--- config.mk ---
export PLATFORM = sky130hd
export DESIGN_NAME = muldiv_hilo
export DESIGN_NICKNAME = d
export VERILOG_FILES = /design/src/rtl/mdu_pkg.sv /design/src/rtl/mdu_ctrl.sv /design/src/rtl/mdu_dpath.sv /design/src/rtl/muldiv_hilo.sv
export SDC_FILE = /design/constraint.sdc
export NUM_CORES = 1
export LEC_CHECK = 0
export BUFFER_PORTS_ARGS = -buffer_cell sky130_fd_sc_hd__buf_2
export CAP_MARGIN = 20
export CORE_MARGIN = 2
export CORE_UTILIZATION = 35
export CTS_CLUSTER_DIAMETER = 150
export DETAILED_ROUTE_END_ITERATION = 6
export SYNTH_ARGS = -nofsm -noshare
export SYNTH_HDL_FRONTEND = slang
export SYNTH_SLANG_ARGS = --single-unit
--- constraint.sdc ---
create_clock -name clk -period 5.1 [get_ports clk]
set_clock_uncertainty 0.1 [all_clocks]
set_input_delay 0.255 -clock clk [delete_from_list [all_inputs] [get_ports clk]]
set_output_delay 0.255 -clock clk [all_outputs]
set_load 0.02 [all_outputs]
--- src/rtl/mdu_pkg.sv ---
`timescale 1ns/1ps
package mdu_pkg;

  typedef enum logic [1:0] {
    OP_MULS = 2'b00,
    OP_MULU = 2'b01,
    OP_DIVS = 2'b10,
    OP_DIVU = 2'b11
  } mdOp_e;

  // strobes from sequencer to datapath
  typedef struct packed {
    logic load;   // capture raw operands and opcode
    logic setup;  // form magnitudes and sign fix-up flags
    logic step;   // one shift-add / restoring iteration
    logic last;   // final iteration: commit HI/LO
  } mdCtl_t;

endpackage

--- src/rtl/mdu_ctrl.sv ---
`timescale 1ns/1ps
module mdu_ctrl
  import mdu_pkg::*;
#(
  parameter int ITER = 32
) (
  input  logic   clk,
  input  logic   rstN,
  input  logic   startValid,
  output mdCtl_t ctl,
  output logic   busy
);

  localparam int CW = (ITER > 1) ? $clog2(ITER) : 1;
  localparam int LW = $clog2(ITER + 2) + 1;

  typedef enum logic [1:0] {ST_IDLE, ST_SETUP, ST_RUN} st_e;

  st_e           state;
  logic [CW-1:0] iterCnt;

  always_comb begin
    ctl.load  = (state == ST_IDLE) && startValid;
    ctl.setup = (state == ST_SETUP);
    ctl.step  = (state == ST_RUN);
    ctl.last  = (state == ST_RUN) && (iterCnt == CW'(ITER - 1));
  end

  assign busy = (state != ST_IDLE);

  always_ff @(posedge clk) begin
    if (!rstN) begin
      state   <= ST_IDLE;
      iterCnt <= '0;
    end else begin
      unique case (state)
        ST_IDLE:  if (ctl.load) state <= ST_SETUP;
        ST_SETUP: begin
          state   <= ST_RUN;
          iterCnt <= '0;
        end
        ST_RUN: begin
          iterCnt <= iterCnt + 1'b1;
          if (ctl.last) state <= ST_IDLE;
        end
        default: state <= ST_IDLE;
      endcase
    end
  end

  // window counter for the busy-length check
  logic [LW-1:0] busyLen;
  always_ff @(posedge clk) begin
    if (!rstN)     busyLen <= '0;
    else if (busy) busyLen <= busyLen + 1'b1;
    else           busyLen <= '0;
  end


  busy_len_chk: assert property (@(posedge clk) disable iff (!rstN)
    $fell(busy) |-> (busyLen == LW'(ITER + 1)));


  last_ends_chk: assert property (@(posedge clk) disable iff (!rstN)
    ctl.last |=> !busy);

endmodule

--- src/rtl/mdu_dpath.sv ---
`timescale 1ns/1ps
module mdu_dpath
  import mdu_pkg::*;
#(
  parameter int W = 32
) (
  input  logic         clk,
  input  logic         rstN,
  input  mdCtl_t       ctl,
  input  mdOp_e        startOp,
  input  logic [W-1:0] opA,
  input  logic [W-1:0] opB,
  output logic [W-1:0] hiReg,
  output logic [W-1:0] loReg
);

  localparam int W2 = 2 * W;

  // captured request
  logic [W-1:0] rawA, rawB;
  mdOp_e        rawOp;

  // working state
  logic [W-1:0] mcand;   // multiplicand or divisor magnitude
  logic [W-1:0] accHi;   // partial product high / partial remainder
  logic [W-1:0] accLo;   // multiplier bits / quotient bits
  logic         negHi, negLo, isDiv;

  // setup decode
  logic         isSigned, sA, sB, bZero;
  logic [W-1:0] magA, magB;

  always_comb begin
    isSigned = ~rawOp[0];
    sA       = isSigned & rawA[W-1];
    sB       = isSigned & rawB[W-1];
    magA     = sA ? (~rawA + 1'b1) : rawA;
    magB     = sB ? (~rawB + 1'b1) : rawB;
    bZero    = (rawB == '0);
  end

  // one multiply iteration
  logic [W:0]   mulSum;
  logic [W-1:0] mulHi, mulLo;
  always_comb begin
    mulSum = {1'b0, accHi} + (accLo[0] ? {1'b0, mcand} : '0);
    mulHi  = mulSum[W:1];
    mulLo  = {mulSum[0], accLo[W-1:1]};
  end

  // one restoring-division iteration
  logic [W:0]   divShift;
  logic [W+1:0] divDiff;
  logic         divTake;
  logic [W-1:0] divHi, divLo;
  always_comb begin
    divShift = {accHi, accLo[W-1]};
    divDiff  = {1'b0, divShift} - {2'b00, mcand};
    divTake  = ~divDiff[W+1];
    divHi    = divTake ? divDiff[W-1:0] : divShift[W-1:0];
    divLo    = {accLo[W-2:0], divTake};
  end

  logic [W-1:0]  nextHi, nextLo;
  logic [W2-1:0] prodFix;
  logic [W-1:0]  finHi, finLo;
  always_comb begin
    nextHi  = isDiv ? divHi : mulHi;
    nextLo  = isDiv ? divLo : mulLo;
    prodFix = negHi ? (~{nextHi, nextLo} + 1'b1) : {nextHi, nextLo};
    if (isDiv) begin
      finHi = negHi ? (~nextHi + 1'b1) : nextHi;
      finLo = negLo ? (~nextLo + 1'b1) : nextLo;
    end else begin
      finHi = prodFix[W2-1:W];
      finLo = prodFix[W-1:0];
    end
  end

  always_ff @(posedge clk) begin
    if (!rstN) begin
      rawA  <= '0;
      rawB  <= '0;
      rawOp <= OP_MULS;
      mcand <= '0;
      accHi <= '0;
      accLo <= '0;
      negHi <= 1'b0;
      negLo <= 1'b0;
      isDiv <= 1'b0;
      hiReg <= '0;
      loReg <= '0;
    end else begin
      if (ctl.load) begin
        rawA  <= opA;
        rawB  <= opB;
        rawOp <= startOp;
      end
      if (ctl.setup) begin
        isDiv <= rawOp[1];
        accHi <= '0;
        if (rawOp[1]) begin
          mcand <= magB;
          accLo <= magA;
          negHi <= sA;
          negLo <= (sA ^ sB) & ~bZero;
        end else begin
          mcand <= magA;
          accLo <= magB;
          negHi <= sA ^ sB;
          negLo <= sA ^ sB;
        end
      end
      if (ctl.step) begin
        accHi <= nextHi;
        accLo <= nextLo;
      end
      if (ctl.last) begin
        hiReg <= finHi;
        loReg <= finLo;
      end
    end
  end


  hilo_hold_chk: assert property (@(posedge clk) disable iff (!rstN)
    !ctl.last |=> ($stable(hiReg) && $stable(loReg)));


  raw_hold_chk: assert property (@(posedge clk) disable iff (!rstN)
    !ctl.load |=> ($stable(rawA) && $stable(rawB) && $stable(rawOp)));


  div_zero_chk: assert property (@(posedge clk) disable iff (!rstN)
    (ctl.last && isDiv && bZero) |=> ((loReg == '1) && (hiReg == $past(rawA))));

endmodule

--- src/rtl/muldiv_hilo.sv ---
`timescale 1ns/1ps
module muldiv_hilo
  import mdu_pkg::*;
#(
  parameter int W    = 32,
  parameter int ITER = W
) (
  input  logic         clk,
  input  logic         rstN,
  input  logic         startValid,
  input  logic [1:0]   startOp,
  input  logic [W-1:0] opA,
  input  logic [W-1:0] opB,
  output logic         busy,
  input  logic         hiRdReq,
  input  logic         loRdReq,
  output logic [W-1:0] hiRdData,
  output logic [W-1:0] loRdData,
  output logic         hiRdStall,
  output logic         loRdStall
);

  mdCtl_t ctl;
  logic   busyInt;

  mdu_ctrl #(.ITER(ITER)) u_ctrl (
    .clk        (clk),
    .rstN       (rstN),
    .startValid (startValid),
    .ctl        (ctl),
    .busy       (busyInt)
  );

  mdu_dpath #(.W(W)) u_dpath (
    .clk     (clk),
    .rstN    (rstN),
    .ctl     (ctl),
    .startOp (mdOp_e'(startOp)),
    .opA     (opA),
    .opB     (opB),
    .hiReg   (hiRdData),
    .loReg   (loRdData)
  );

  assign busy      = busyInt;
  assign hiRdStall = hiRdReq & busyInt;
  assign loRdStall = loRdReq & busyInt;


  start_take_chk: assert property (@(posedge clk) disable iff (!rstN)
    (startValid && !busy) |=> busy);


  rd_release_chk: assert property (@(posedge clk) disable iff (!rstN)
    $fell(busy) |-> (!hiRdStall && !loRdStall));

endmodule

==> results of run 1 <==
[power by group]
part           leakage (nW)  switching (W)  internal [W]
logic                  6.14        0.00150      0.000830
clock network         0.504       0.000915       0.00138
registers              1.92       0.000193       0.00196
[stage by stage]
stage                     power, W  setup TNS (ns)  std cells  util, %  setup WS (ns)
final                     0.006772               0       3391    42.05         0.2055
after global routing      0.007091               0       3391    42.05        0.04615
after CTS                 0.006753       -0.002317       3390    41.93      -0.002317
after detailed placement  0.004416               0       3267    38.57        0.01259
after global placement    0.004400               0       3267    38.57         0.1158
after floorplan           0.003654               0       2532        -         0.1903
[placed cells by master (no fill, tap or decap), types with 68 or more instances in the layout]
| cell | synthesis | final |
|---|---|---|
| a211oi_1 | 104 | 104 |
| buf_4 | 2 | 101 |
| nor3_1 | 82 | 82 |
| a21oi_1 | 260 | 258 |
| o21ai_0 | 111 | 111 |
| dfxtp_1 | 236 | 233 |
| nand2_1 | 336 | 335 |
| nor2_1 | 311 | 310 |
| xnor2_1 | 75 | 75 |
| xor2_1 | 72 | 72 |
| buf_2 | 16 | 137 |
| ha_1 | 74 | 72 |
| inv_1 | 69 | 69 |
| dlygate4sd3_1 | 0 | 68 |
[cell usage after synthesis (6+ instances only)]
library cell / number
mux2i_1: 55
a211o_1: 9
nor2b_1: 17
buf_2: 16
a31oi_1: 25
mux2_2: 20
nor3b_1: 10
nand4_1: 22
or2_2: 7
o21bai_1: 16
and3_1: 26
nand3_1: 52
a41oi_1: 6
o21ai_0: 111
xor2_1: 72
ha_1: 74
xnor2_1: 75
o211ai_1: 25
a21oi_1: 260
clkbuf_1: 144
nor3_1: 82
o311ai_0: 7
nor2_1: 311
nand2_1: 336
or3_1: 23
a211oi_1: 104
a21o_1: 25
and2_1: 47
or4_1: 13
buf_1: 17
dfxtp_1: 236
nand2b_1: 19
a22oi_1: 19
o31ai_1: 19
inv_1: 69
a311oi_1: 17
nor4_1: 12
o21a_1: 19
o41ai_1: 9
[routing by layer]
metal	GRT usage (%)	share of wire [%]	vias up
li1	-	-	9401
met1	36.24	47	9183
met2	40.46	44	781
met3	3.377	7.1	83
met4	5.148	2.0	2
met5	0	0.019	-
[registers in the layout, indices dropped and copies added (netlist names), 2 cells and up]
signal / count
u_ctrl.iterCnt: 5
u_ctrl.state: 2
u_dpath.accHi: 32
u_dpath.accLo: 32
u_dpath.hiReg: 32
u_dpath.loReg: 32
u_dpath.mcand: 32
u_dpath.rawA: 32
u_dpath.rawB: 32
u_dpath.rawOp: 2
[worst paths after layout]
kind,endpoint,cells past startpoint,from,slack (ns)
max,u_dpath.hiReg[28],14,u_dpath.accLo[0],0.21
min,u_dpath.rawA[4],4,opA[4],0.35
max reg2reg,u_dpath.hiReg[28],14,u_dpath.accLo[0],0.21
min reg2reg,u_dpath.loReg[1],2,u_dpath.loReg[1],0.36
[logic make-up (layout without fill, tap and decap cells)]
group,count (synthesis),in the layout,synth area share [%]
buf+inv,254,433,5.413
fa+ha+maj,76,76,5.310
xor+xnor,147,147,7.077
flops,236,236,25.97
mux,75,75,4.264
compound gates,747,747,26.95
simple gates,997,997,25.01
[critical path, cell delays in order, from the launching register on]
cell	delay, ns
dfxtp_1	0.42
and2_1	0.21
ha_1	0.22
fa_1	0.44
a211oi_1	0.34
o211ai_1	0.25
a21oi_1	0.21
buf_4	0.18
o21ai_0	0.12
xnor2_1	0.26
o211ai_1	0.26
or3_1	0.53
or4_4	0.59
o311a_1	0.36
a311o_1	0.32
[timing repair]
action,in CTS,in global routing
pin swaps,0,0
gates resized for setup,0,9
endpoints found under the hold margin,73,0
endpoints found under the setup margin,1,10
setup buffers,0,0
hold buffers,68,0
[cell type report]
class / count / area, um2 / share of cell area [%]
multi-input combinational: 2042 / 12550 / 58.17
sequential: 236 / 4731 / 21.93
timing repair buffer: 306 / 2125 / 9.848
tap: 680 / 850.8 / 3.944
clock buffer: 39 / 814.5 / 3.776
inverter: 72 / 275.3 / 1.276
clock inverter: 16 / 229.0 / 1.061
==> flow_summary.yaml, run 1 <==
yosys:
  synth_area_leaders: "dfxtp_1, a21oi_1, nand2_1"
  synth-warning-count: 0
  synth_top_area_share_pct: 25.97
  yosys_most_used_dff: "dfxtp_1"
  syn_inst: 2532
  synth-edff-count: 0
  syn_nets: 2679
  synth-seq-cells: 236
  async_flop_share_pct: 0
  ys_seq_area_share_pct: 25.97
  yosys.area.top_type: "dfxtp_1"
  avgSynthCellArea_um2: 7.185
  yosysUniqueCellTypes: 92
  synth_area_um2: 18190
route:
  post_drt_wl_per_cell_um: 20.71
  vias: 19450
  drtIter0Drc: 2015
  viasPerCell: 5.736
  drc_errors: 0
  drt-pass1-iter-count: 6
  wirelength_um: 70230
  final_antenna_net_count: 0
cts:
  ctsHtreeMaxLevel: 1
  cts_buffers: 30
  root_buffer: "clkbuf_16"
  cts_buffer_depth: 3
  cts.sinks: 236
  cts_tree: "built"
  path_clk_slew_ns: 0.06
  clkLatencyLatePin_ns: 0.61
floorplan:
  die-area_um2: 53820
  die_w_um: 232.0
  core_um2: 51300
  floorplan.initialDensity_pct: 35.46
  fp-row-count: 83
  io_pins: 138
  die_y_um: 232.0
job:
  cap_violations: 0
placement:
  numPortBuffers: 137
  hpwlAfterDp_um: 53380
  placed_area_um2: 19790
  gp_congestion: 0.9908
timing:
  worst_pin_slew_ns: 1.062
  clock.fmax_mhz: 204.3
  finalSetupViolCount: 0
  period_needed_ns: 4.894
  rsz0062_at_grt: "false"
  slew_headroom_pct: 28.97
  finalHoldViolations: 0
  period_share_pct: 95.97
  holdWs_ns: 0.3548
  slew_violations: 0
pwr:
  powerDensity_nw_per_um2: 313.9
  max-vdd-ir-drop_uv: 242.6
  p_leak_nw: 8.563
final_layout:
  area_delta_synth_final_pct: 18.58
  diodes: 0
  fin_nets: 2835
  fillCellCount: 5287
  design_area_um2: 21570
  drive_gt1_share_pct: 13.17
hold_path:
  min_path_type: "in -> reg"
critical_path:
  cp-start-kind: "flop"
  arrival_ns: 5.28
  crit_type: "reg -> reg"
  critPathMaxFanout: 9
  crit_path_end_kind: "flop"
  worstPathRequired_ns: 5.49
global_route:
  antenna_found_initial: 1
  grt_max_degree: 109
  track_usage_pct: 25.33
  grt_first_pass_wirelength_um: 107100
  grt_pass1_vias: 17905
  grt-ovfl-total: 0
run_status:
  status: "completed"
(Power assumes the default switching activity.)
==> run 2, diff against run 1 <==
- ABC_CLOCK_PERIOD_IN_PS: unset -> 5100
- CORE_MARGIN: 2 -> 1.5
- GPL_TIMING_DRIVEN: unset -> 0
==> run 2 against run 1 <==
Maximum frequency decreased by 2.9%. Register-to-register slack got worse by 0.15 ns. Total power is 2.1% lower. Core utilization increased by 0.85 points. Combinational power up 9.0%. Non-clock buffer count rose by 113. First-iteration DRC count up 12%. Global-route usage up 3.4 points. Critical endpoint is now u_dpath.hiReg[31]. Final area rose by 2.0%.
==> flow_summary.yaml, run 2 (synthesis results as in run 1) <==
critical_path:
  worstPathRequired_ns: 5.51
  reg2regPathDepth: 15
  reg2reg_slack_ns: 0.06
  crit_type: "reg -> reg"
  r2r_end: "u_dpath.hiReg[31]"
  r2r_start: "u_dpath.mcand[28]"
  critPathMaxFanout: 10
  cp-start-kind: "flop"
  crit_path_end_kind: "flop"
  arrival_ns: 5.45
timing:
  slew_violations: 0
  finalSetupViolCount: 0
  clock.fmax_mhz: 198.4
  period_share_pct: 98.83
  finalHoldViolations: 0
  slew_headroom_pct: 16.54
  period_needed_ns: 5.040
  worst_pin_slew_ns: 1.246
  holdWs_ns: 0.1145
cts:
  clkLatencyLatePin_ns: 0.57
  cts_buffers: 26
  cts_tree: "built"
  ctsHtreeMaxLevel: 1
  path_clk_slew_ns: 0.07
  cts.sinks: 236
  cts_buffer_depth: 3
  root_buffer: "clkbuf_16"
pwr:
  p_leak_nw: 8.538
  powerDensity_nw_per_um2: 301.1
  max-vdd-ir-drop_uv: 236.4
final_layout:
  post-route-util_pct: 42.90
  final_cell_mix: "nand2_1, nor2_1, a21oi_1"
  area_delta_synth_final_pct: 20.98
  stdcell_count: 3498
  drive_gt1_share_pct: 13.32
  fin_nets: 2944
  layout_commonest_cell: "nand2_1"
route:
  post_drt_wl_per_cell_um: 22.68
  vias: 20594
  drtIter0Drc: 2248
  wirelength_um: 79320
  final_antenna_net_count: 0
  viasPerCell: 5.887
  drt-pass1-iter-count: 6
  drc_errors: 0
global_route:
  antenna_found_initial: 2
  grt_pass1_vias: 18802
  grt-ovfl-total: 0
  grt_max_degree: 20
  grt_first_pass_wirelength_um: 117800
  track_usage_pct: 28.73
placement:
  numPortBuffers: 136
  hpwlAfterDp_um: 62320
  gp_congestion: 1.042
  dp_cells: 3349
hold_path:
  hp-start: "rstN"
  min_path_type: "in -> reg"
  hold_depth: 2
  hold_path_end: "u_dpath.hiReg[27]"
floorplan:
  io_pins: 138
  core_um2: 51300
  die_y_um: 231.0
  floorplan.initialDensity_pct: 35.46
  die_w_um: 231.0
  fp-row-count: 83
  die-area_um2: 53350
run_status:
  status: "completed"
job:
  cap_violations: 0
run 2: changes by cell type in the layout (fill, tap and decap cells not counted), moves of 5 or more:
cell	previous run	this run
dfxtp_2	2	17
buf_2	137	144
clkbuf_2	0	5
ha_1	72	65
clkbuf_4	0	6
clkbuf_1	6	137
o21ai_0	111	106
buf_4	101	43
buf_1	0	15
dfxtp_1	233	214
a21oi_1	258	251
run 2: metal layers:
| metal | track usage (%) | vias up | part of all wire [%] |
|---|---|---|---|
| li1 | - | 9613 | - |
| met1 | 39.93 | 9776 | 44 |
| met2 | 45.60 | 1044 | 44 |
| met3 | 3.743 | 161 | 8.1 |
| met4 | 9.498 | 0 | 3.8 |
| met5 | 0 | - | 0 |
run 2: final cells by class:
cell class,count,area (um2)
inverters,72,270.3
flip-flops and latches,236,4765
clock inverters,11,120.1
multi-input cells,2042,12830
fillers,5309,29290
well taps,680,850.8
diodes,2,5.005
clock buffers,36,769.5
plain buffers,178,754.5
repair buffers,241,1649
run 2: worst max-delay path by stage:
stage / startpoint / end / slack [ns] / depth (start not counted)
floorplan: u_dpath.mcand[8] / u_dpath.hiReg[28] / 0.19 / 18
global placement: u_dpath.isDiv / u_dpath.hiReg[26] / -1.96 / 17
detailed placement: u_dpath.isDiv / u_dpath.hiReg[26] / -1.88 / 17
CTS: u_dpath.mcand[9] / u_dpath.hiReg[28] / 0.002 / 19
global route: u_dpath.accLo[0] / u_dpath.hiReg[30] / -0.02 / 16
finish: u_dpath.mcand[28] / u_dpath.hiReg[31] / 0.06 / 15
run 2: report_power, final:
group	internal (W)	switching (W)	total (W)
combinational	0.000873	0.00167	0.00254
sequential	0.00196	0.000133	0.00209
clock	0.00115	0.000844	0.00200
run 2: metrics by stage:
| step | worst slack [ns] | setup TNS, ns | instance area (um2) | power (W) |
|---|---|---|---|---|
| finish | 0.05954 | 0 | 22010 | 0.006627 |
| detailed placement | -1.882 | -53.40 | 19730 | 0.004412 |
| CTS | 0.001887 | 0 | 21700 | 0.006498 |
| global route | -0.02374 | -0.02758 | 22000 | 0.006897 |
| floorplan | 0.1903 | 0 | 18190 | 0.003654 |
| global placement | -1.960 | -55.40 | 19720 | 0.004384 |
run 2: timing repair:
action,in CTS,in global routing
endpoints found under the hold margin,67,0
hold buffers,67,0
endpoints found under the setup margin,70,17
gates cloned,0,0
resized for setup,78,59
setup buffers,19,17
pin swaps,14,22
run 2: worst max-delay path: stages (launching register included):
cell and delay [ns]:
dfxtp_2 0.40, inv_1 0.06, ha_1 0.35, a21oi_1 0.21, o21ai_0 0.19, a221oi_4 0.34, buf_4 0.17, o21ai_4 0.08
clkbuf_1 0.28, o21ai_1 0.88, a311oi_1 0.15, a211oi_2 0.54, and3_1 0.30, nand4_1 0.22, or4_1 0.58, nand3_1 0.10
==> run 3, diff against run 2 <==
- SETUP_SLACK_MARGIN: unset -> 0.5
==> run 3 against run 2 <==
Via count rose by 1.2%. Flip-flop and latch count did not move. Non-clock buffer count rose by 36. Die area did not move. Critical path depth rose by 5. Total power rose by 7.0%.
==> flow_summary.yaml, run 3 (synthesis results as in run 1) <==
global_route:
  grt-ovfl-total: 0
  antenna_found_initial: 3
  grt_first_pass_wirelength_um: 120200
  grt_pass1_vias: 19104
  grt_max_degree: 14
  track_usage_pct: 29.30
pwr:
  max-vdd-ir-drop_uv: 253.8
  power_w: 0.007090
  p_leak_nw: 8.878
  combPwrFrac_pct: 39.0
  switching_share_pct: 38.73
  p_int_w: 0.004344
  powerDensity_nw_per_um2: 310.6
  switchingPower_w: 0.002746
  p_seq_share_pct: 29.5
  clkPwrFrac_pct: 31.6
final_layout:
  final_cell_mix: "nand2_1, nor2_1, a21oi_1"
  fillCellCount: 5230
  layout_commonest_cell: "nand2_1"
  multi_input_area_um2: 13160
  post-route-util_pct: 44.49
  fin_nets: 2981
  area_delta_synth_final_pct: 25.45
  drive_gt1_share_pct: 16.13
  register_area_um2: 4780
floorplan:
  floorplan.initialDensity_pct: 35.46
  fp-row-count: 83
  die-area_um2: 53350
  core_um2: 51300
  die_y_um: 231.0
  die_w_um: 231.0
  io_pins: 138
timing:
  slew_violations: 0
  finalSetupViolCount: 0
  finalHoldViolations: 0
  clock.fmax_mhz: 206.5
  period_share_pct: 94.97
  period_needed_ns: 4.844
  worst_pin_slew_ns: 1.292
  rsz0062_at_grt: "true"
  slew_headroom_pct: 12.96
critical_path:
  arrival_ns: 5.26
  crit_type: "reg -> reg"
  critPathMaxFanout: 5
  cp-start-kind: "flop"
  crit_path_end_kind: "flop"
  worstPathRequired_ns: 5.51
route:
  vias: 20839
  drtIter0Drc: 2032
  viasPerCell: 5.898
  drt-pass1-iter-count: 6
  final_antenna_net_count: 0
  wirelength_um: 81110
  drc_errors: 0
  post_drt_wl_per_cell_um: 22.96
hold_path:
  min_path_type: "in -> reg"
cts:
  cts_buffers: 27
  clkLatencyLatePin_ns: 0.58
  ctsHtreeMaxLevel: 1
  cts_buffer_depth: 3
  path_clk_slew_ns: 0.06
  cts.sinks: 236
  cts_tree: "built"
  root_buffer: "clkbuf_16"
placement:
  numPortBuffers: 136
  hpwlAfterDp_um: 62870
  gp_congestion: 1.014
run_status:
  status: "completed"
job:
  cap_violations: 0
==> run 3: cell types whose count changed in the layout (fill, tap and decap cells not counted), moves of 4 or more <==
cell / delta
ha_1: -7
ha_4: +5
dfxtp_2: +6
buf_12: +4
clkbuf_1: -5
dfxtp_1: -8
clkbuf_8: -4
buf_6: +4
clkbuf_2: +5
bufinv_16: +6
buf_4: +30
o21ai_0: -5
==> run 3: worst paths after layout <==
check / from / end / slack [ns] / depth (start not counted)
setup / recovery: u_dpath.accHi[17] / u_dpath.hiReg[22] / 0.26 / 20
hold / removal: rstN / u_dpath.hiReg[27] / 0.10 / 2
setup reg to reg: u_dpath.accHi[17] / u_dpath.hiReg[22] / 0.26 / 20
hold reg to reg: u_dpath.loReg[29] / u_dpath.loReg[29] / 0.36 / 2
==> run 3: timing repair <==
item | CTS | global route
endpoints found under the hold margin | 67 | 0
setup buffers | 45 | 24
gates resized for setup | 155 | 75
hold buffers | 67 | 0
pin swaps | 40 | 25
setup endpoints to repair | 86 | 26
==> run 3: area by class of cell <==
cell class | instances | area share [%]
multi-input cells | 2042 | 57.64
flip-flops and latches | 236 | 20.94
repair buffers | 273 | 8.382
plain buffers | 182 | 3.772
well taps | 680 | 3.728
clock buffers | 31 | 3.070
clock inverters | 16 | 1.272
inverters | 72 | 1.184
diodes | 1 | 0.01096
==> run 3: per-stage QoR <==
step	std cells	setup WS, ns	hold slack (ns)	setup TNS, ns	instance area [um2]
6_report	3533	0.2564	0.1041	0	22820
5_1_grt	3532	0.1536	0.1308	0	22820
4_1_cts	3507	0.2348	0.09051	0	22360
3_5_place_dp	3348	-1.923	0.3461	-61.28	19810
3_3_place_gp	3348	-1.923	0.3476	-61.06	19810
2_1_floorplan	2532	0.5166	0.2910	0	18280
==> run 3: routing by layer <==
metal  global-route usage (%)  up-vias  wire (um)  part of all wire [%]
li1                         -     9670          -                     -
met1                    40.34    10023      35660                    44
met2                    46.47      970      35790                    44
met3                    3.693      174       6202                   7.6
met4                    11.05        2       3444                   4.2
met5                        0        -         13                 0.016
==> run 3: worst max-delay path, cell delays in order (launching register included) <==
cell	delay [ns]
dfxtp_1	0.47
ha_4	0.26
a21o_1	0.18
a221o_2	0.44
a21oi_4	0.21
or2_1	0.15
buf_6	0.12
a31oi_4	0.13
a21oi_4	0.20
ha_4	0.17
nand2_2	0.05
or2_4	0.29
nor4_4	0.22
o21a_1	0.18
nor3b_4	0.25
o21ai_4	0.13
buf_6	0.17
nor4_4	0.20
nand3_2	0.15
or4_1	0.55
nand3_1	0.12
==> run 3: power groups by stage <==
stage / clock network [W] / logic [W] / registers (W)
after floorplan: 0 / 0.00160 / 0.00207
after global placement: 0 / 0.00228 / 0.00212
after detailed placement: 0 / 0.00231 / 0.00212
after CTS: 0.00226 / 0.00254 / 0.00208
after global routing: 0.00232 / 0.00293 / 0.00210
final: 0.00224 / 0.00276 / 0.00209
